File: src/rtl/segdec_pkg.sv
package segdec_pkg;
  localparam int DIGIT_W = 4;
  localparam int SEG_N   = 7;
  localparam int MAX_DIGIT = 9;

  typedef struct packed {
    logic clear;    // reset the held digit
    logic capture;  // load the held digit
    logic blank;    // darken all segments
    logic invert;   // flip output polarity
  } segStrobe_t;

  // bit 0 = a ... bit 6 = g, active high
  function automatic logic [SEG_N-1:0] digitPattern(input logic [DIGIT_W-1:0] code);
    logic [SEG_N-1:0] pat;
    case (code)
      4'd0: pat = 7'h3F;
      4'd1: pat = 7'h06;
      4'd2: pat = 7'h5B;
      4'd3: pat = 7'h4F;
      4'd4: pat = 7'h66;
      4'd5: pat = 7'h6D;
      4'd6: pat = 7'h7D;
      4'd7: pat = 7'h07;
      4'd8: pat = 7'h7F;
      4'd9: pat = 7'h6F;
      default: pat = '0;
    endcase
    return pat;
  endfunction
endpackage

File: src/rtl/segdec_ctrl.sv
module segdec_ctrl
  import segdec_pkg::*;
(
  input  logic       rst,
  input  logic       loadEn,
  input  logic       blankIn,
  input  logic       phaseIn,
  input  logic       rippleIn,
  input  logic       codeZero,
  input  logic       codeIllegal,
  output segStrobe_t strb,
  output logic       rippleOut
);
  logic zeroSuppress;

  always_comb begin
    zeroSuppress  = rippleIn & codeZero;
    strb.clear    = rst;
    strb.capture  = loadEn & ~rst;
    strb.blank    = blankIn | codeIllegal | zeroSuppress;
    strb.invert   = phaseIn;
    rippleOut     = zeroSuppress;
  end
endmodule

File: src/rtl/segdec_path.sv
module segdec_path
  import segdec_pkg::*;
#(
  parameter int CODE_W = DIGIT_W,
  parameter int OUT_N  = SEG_N
) (
  input  logic              clk,
  input  logic [CODE_W-1:0] digitIn,
  input  segStrobe_t        strb,
  output logic [OUT_N-1:0]  segOut,
  output logic              codeZero,
  output logic              codeIllegal
);
  localparam logic [CODE_W-1:0] LAST_LEGAL = CODE_W'(MAX_DIGIT);

  logic [CODE_W-1:0] storedCode;
  logic [OUT_N-1:0]  rawSeg;

  always_ff @(posedge clk) begin
    if (strb.clear)        storedCode <= '0;
    else if (strb.capture) storedCode <= digitIn;
  end

  always_comb begin
    rawSeg      = digitPattern(storedCode);
    codeZero    = (storedCode == '0);
    codeIllegal = (storedCode > LAST_LEGAL);
  end

  for (genvar i = 0; i < OUT_N; i++) begin : g_segDrive
    assign segOut[i] = (rawSeg[i] & ~strb.blank) ^ strb.invert;
  end

  // loading takes the input digit
  a_r1_load: assert property (@(posedge clk) disable iff (strb.clear)
    strb.capture |=> storedCode == $past(digitIn));
  // holding keeps the digit
  a_r2_hold: assert property (@(posedge clk) disable iff (strb.clear)
    !strb.capture |=> $stable(storedCode));
endmodule

File: src/rtl/segdec_top.sv
module segdec_top
  import segdec_pkg::*;
(
  input  logic               clk,
  input  logic               rst,
  input  logic [DIGIT_W-1:0] digitIn,
  input  logic               loadEn,
  input  logic               blankIn,
  input  logic               phaseIn,
  input  logic               rippleIn,
  output logic [SEG_N-1:0]   segOut,
  output logic               rippleOut
);
  segStrobe_t strb;
  logic codeZero;
  logic codeIllegal;

  segdec_ctrl u_ctrl (
    .rst(rst), .loadEn(loadEn), .blankIn(blankIn), .phaseIn(phaseIn),
    .rippleIn(rippleIn), .codeZero(codeZero), .codeIllegal(codeIllegal),
    .strb(strb), .rippleOut(rippleOut)
  );

  segdec_path #(.CODE_W(DIGIT_W), .OUT_N(SEG_N)) u_path (
    .clk(clk), .digitIn(digitIn), .strb(strb), .segOut(segOut),
    .codeZero(codeZero), .codeIllegal(codeIllegal)
  );

  // illegal codes darken the digit
  a_r4_illegal_dark: assert property (@(posedge clk) disable iff (rst)
    codeIllegal |-> segOut == {SEG_N{phaseIn}});
  // the blank input darkens the digit at the phase level
  a_r5_blank_dark: assert property (@(posedge clk) disable iff (rst)
    blankIn |-> segOut == {SEG_N{phaseIn}});
  // a suppressed zero is dark
  a_r7_ripple_dark: assert property (@(posedge clk) disable iff (rst)
    rippleOut |-> segOut == {SEG_N{phaseIn}});
  // the ripple output needs the ripple input
  a_r7_ripple_needs_in: assert property (@(posedge clk) disable iff (rst)
    rippleOut |-> rippleIn && codeZero);
endmodule

File: config.mk
export PLATFORM = sky130hd
export DESIGN_NAME = segdec_top
export DESIGN_NICKNAME = d
export VERILOG_FILES = /design/src/rtl/segdec_pkg.sv /design/src/rtl/segdec_ctrl.sv /design/src/rtl/segdec_path.sv /design/src/rtl/segdec_top.sv
export SDC_FILE = /design/constraint.sdc
export NUM_CORES = 1
export LEC_CHECK = 0
export ABC_AREA = 1
export ABC_CLOCK_PERIOD_IN_PS = 4500
export BUFFER_PORTS_ARGS = -buffer_cell sky130_fd_sc_hd__buf_4
export CAP_MARGIN = 20
export CORE_MARGIN = 4
export CORE_UTILIZATION = 50
export DETAILED_ROUTE_END_ITERATION = 16
export GPL_TIMING_DRIVEN = 0
export PLACE_DENSITY = 0.74
export SLEW_MARGIN = 20
export SYNTH_ARGS = -nofsm -noshare
export SYNTH_HDL_FRONTEND = slang
export SYNTH_SLANG_ARGS = --single-unit
File: constraint.sdc
create_clock -name clk -period 4.5 [get_ports clk]
set_clock_uncertainty 0.1 [all_clocks]
set_input_delay 0.9 -clock clk [delete_from_list [all_inputs] [get_ports clk]]
set_output_delay 0.9 -clock clk [all_outputs]
set_load 0.05 [all_outputs]
==> impl_metrics.tcl <==
set metrics [dict create \
    outcome "finished clean" \
    slowest_stage "buf_4" \
    holdWs_ps 475 \
    hold_viol_final 0 \
    clockBufferDepth 2 \
    grt_max_degree 11 \
    diodes 0 \
    route.met3.wl_um 49 \
    initial_core_util_pct 54.7 \
    synth_mux_area_share_pct 0 \
    critPathLaunchType "primary input" \
    post-route-min-period_ps 2670 \
    rsz0062_at_grt "false" \
    drt_iter0_markers 21 \
    dr.pass1.iters 4 \
    ys_types 22 \
    cp-startpoint "blankIn" \
    crit_fanout 10 \
    grt_pass1_wl_um 2830 \
    die_h_um 49.1 \
    met1_length_um 697 \
    cts_tree "done" \
    relSlewSlack_pct 82.2 \
    vias_per_cell 4.99 \
    io_buffers 16 \
    track_usage_pct 13.9 \
    coreArea_um2 1540 \
    cts_sinks 11 \
    ys_seq_elements 11 \
    synth.avg_cell_area_um2 7.53 \
    postCtsHoldBufs 0 \
    syn_inst 112 \
    final_cell_mix "nand2_1 (38), buf_4 (16), inv_1 (11), dfxtp_1 (11), nand4_1 (7)" \
    fp-row-count 14 \
    placed_area_um2 983 \
    die_area_um2 2410 \
    design_area_um2 1010 \
    wl_met2_um 749 \
    place_ws_ps 1820 \
    routed_wl_um 1530 \
    tightest_slew_ps 267 \
    r2r_start "u_path.storedCode[0]" \
    area_delta_synth_final_pct 19.7 \
    slowest_delay_ps 180 \
    yosys_warnings 0 \
    path_depth 7 \
    power_density_nw_per_um2 291 \
    grt_pass1_vias 708 \
    synth_nets 128 \
    min_path_type "reg2reg" \
    overflow 0 \
    post-cts-setup-buffers 0 \
    htree_num_levels 1 \
    cts_buffers 3 \
    top_layer_used "met4" \
    antenna_found_initial 0 \
    wire_per_inst_um 10.3 \
    drv_cap 0 \
    final_nets 149 \
    drive_above_1_share_pct 32.6 \
    syn_area_um2 843 \
    die_w_um 49.1 \
    worstReg2RegEnd "u_path.rawSeg[3]" \
    gp_congestion 0.790 \
    critPathArrivalTime_ps 1670 \
    vdd_ir_drop_max_uv 158 \
    cp-end-kind "output port" \
    hold_depth 2 \
    worstHoldStart "u_path.storedCode[0]" \
    clkTransAtPathRegs_ps 70 \
    ys_seq_area_share_pct 26.1 \
    finalSetupViolations 0 \
    synth_top_family_by_area "simple AND/OR/NAND/NOR gates" \
    post-route-drc-count 0 \
    io_pins 18 \
    cts_root_buffer "clkbuf_4" \
    setup_ws_ps 1830 \
    rrSetupSlack_ps 2910 \
    path_delay_family "buffers and inverters" \
    clk_latency_ps 270 \
    holdPathEnd "u_path.storedCode[0]" \
    finalCritPeriodShare_pct 59.4 \
    final_common_cell "nand2_1" \
    synth_xor_area_share_pct 0 \
    required_ps 3500 \
    final-max-slew-violation-count 0 \
    crit_type "in2out" \
    p_leak_nw 0.551 \
    critical_path.cell_chain "buf_4, nor2_8, buf_6, nand3_2, nand2_1, nand2_1, buf_4" \
    synthAdderAreaFrac_pct 8.90 \
    synth_compound_area_share_pct 1.78 \
    fin_setup_tns_ps 0 \
    synthSimpleGateAreaFrac_pct 53.1 \
    vias 739 \
    max_freq_mhz 374 \
    reg2regPathDepth 8 \
    dp_hpwl_um 1290 \
    post_cts_resized 0 \
    critPathBufInv 3 \
    ant_nets 0 \
]
-- worst max path at each step --
stage                      endpoint  slack [ps]
final                     segOut[3]        1830
after CTS                 segOut[3]        1820
after floorplan           segOut[1]        1870
after global placement    segOut[2]        1850
after global routing      segOut[1]        1730
after detailed placement  segOut[3]        1820
-- Yosys cell counts --
cell	count	area, µm²
clkinv_4	1	8.76
nand3_2	4	40.0
inv_1	11	41.3
nand2_4	4	45.0
inv_2	2	7.51
nor2_1	4	15.0
nand3b_1	2	15.0
nand2_1	38	143
o21ai_0	1	5.00
nand2_8	1	20.0
buf_6	2	22.5
nor2_8	1	20.0
buf_2	1	5.00
nand2_2	3	18.8
nand3_1	6	30.0
nand4_1	7	43.8
o21ai_1	2	10.0
dfxtp_1	11	220
nor2_4	3	33.8
nand3_4	1	17.5
ha_1	6	75.1
nor2_2	1	6.26
-- tightest hold or removal path, cell delays in order, from the launching register on --
cell	delay [ps]
dfxtp_1	330
o21ai_0	110
nor2_1	90
-- flip-flops by register name (all words and copies together) (netlist names) --
name,cells
u_path.rawSeg,7
u_path.storedCode,4
-- power by group --
part | total (mW) | internal [mW] | switching (mW)
Combinational | 0.115 | 0.0396 | 0.0753
Sequential | 0.114 | 0.108 | 0.00653
Clock | 0.0650 | 0.0342 | 0.0308
-- per-layer routing --
metal / vias up / track usage, %
met3: 4 / 0.917
met1: 327 / 17.6
met2: 15 / 23.4
met4: 0 / 6.73
li1: 393 / -
met5: - / 0
-- stage by stage --
step	total power, mW	std cells	utilization [%]
floorplan	0.202	112	-
global placement	0.229	144	63.8
detailed placement	0.232	144	63.8
CTS	0.296	148	65.5
global route	0.313	148	65.5
finish	0.294	148	65.5
-- cell families (layout without fill, tap and decap cells) --
| group | after synthesis | in the layout |
|---|---|---|
| simple gates | 75 | 75 |
| buf+inv | 17 | 37 |
| fa+ha+maj | 6 | 6 |
| flops | 11 | 11 |
| compound gates | 3 | 3 |
-- final cells by class --
| type | count | area (µm²) |
|---|---|---|
| Fill cell | 149 | 532 |
| Inverter | 14 | 57.6 |
| Buffer | 3 | 27.5 |
| Tap cell | 16 | 20.0 |
| Sequential cell | 11 | 220 |
| Clock buffer | 4 | 26.3 |
| Multi-Input combinational cell | 84 | 538 |
| Timing Repair Buffer | 16 | 120 |
Note: power is estimated with default switching activity, not from simulation.
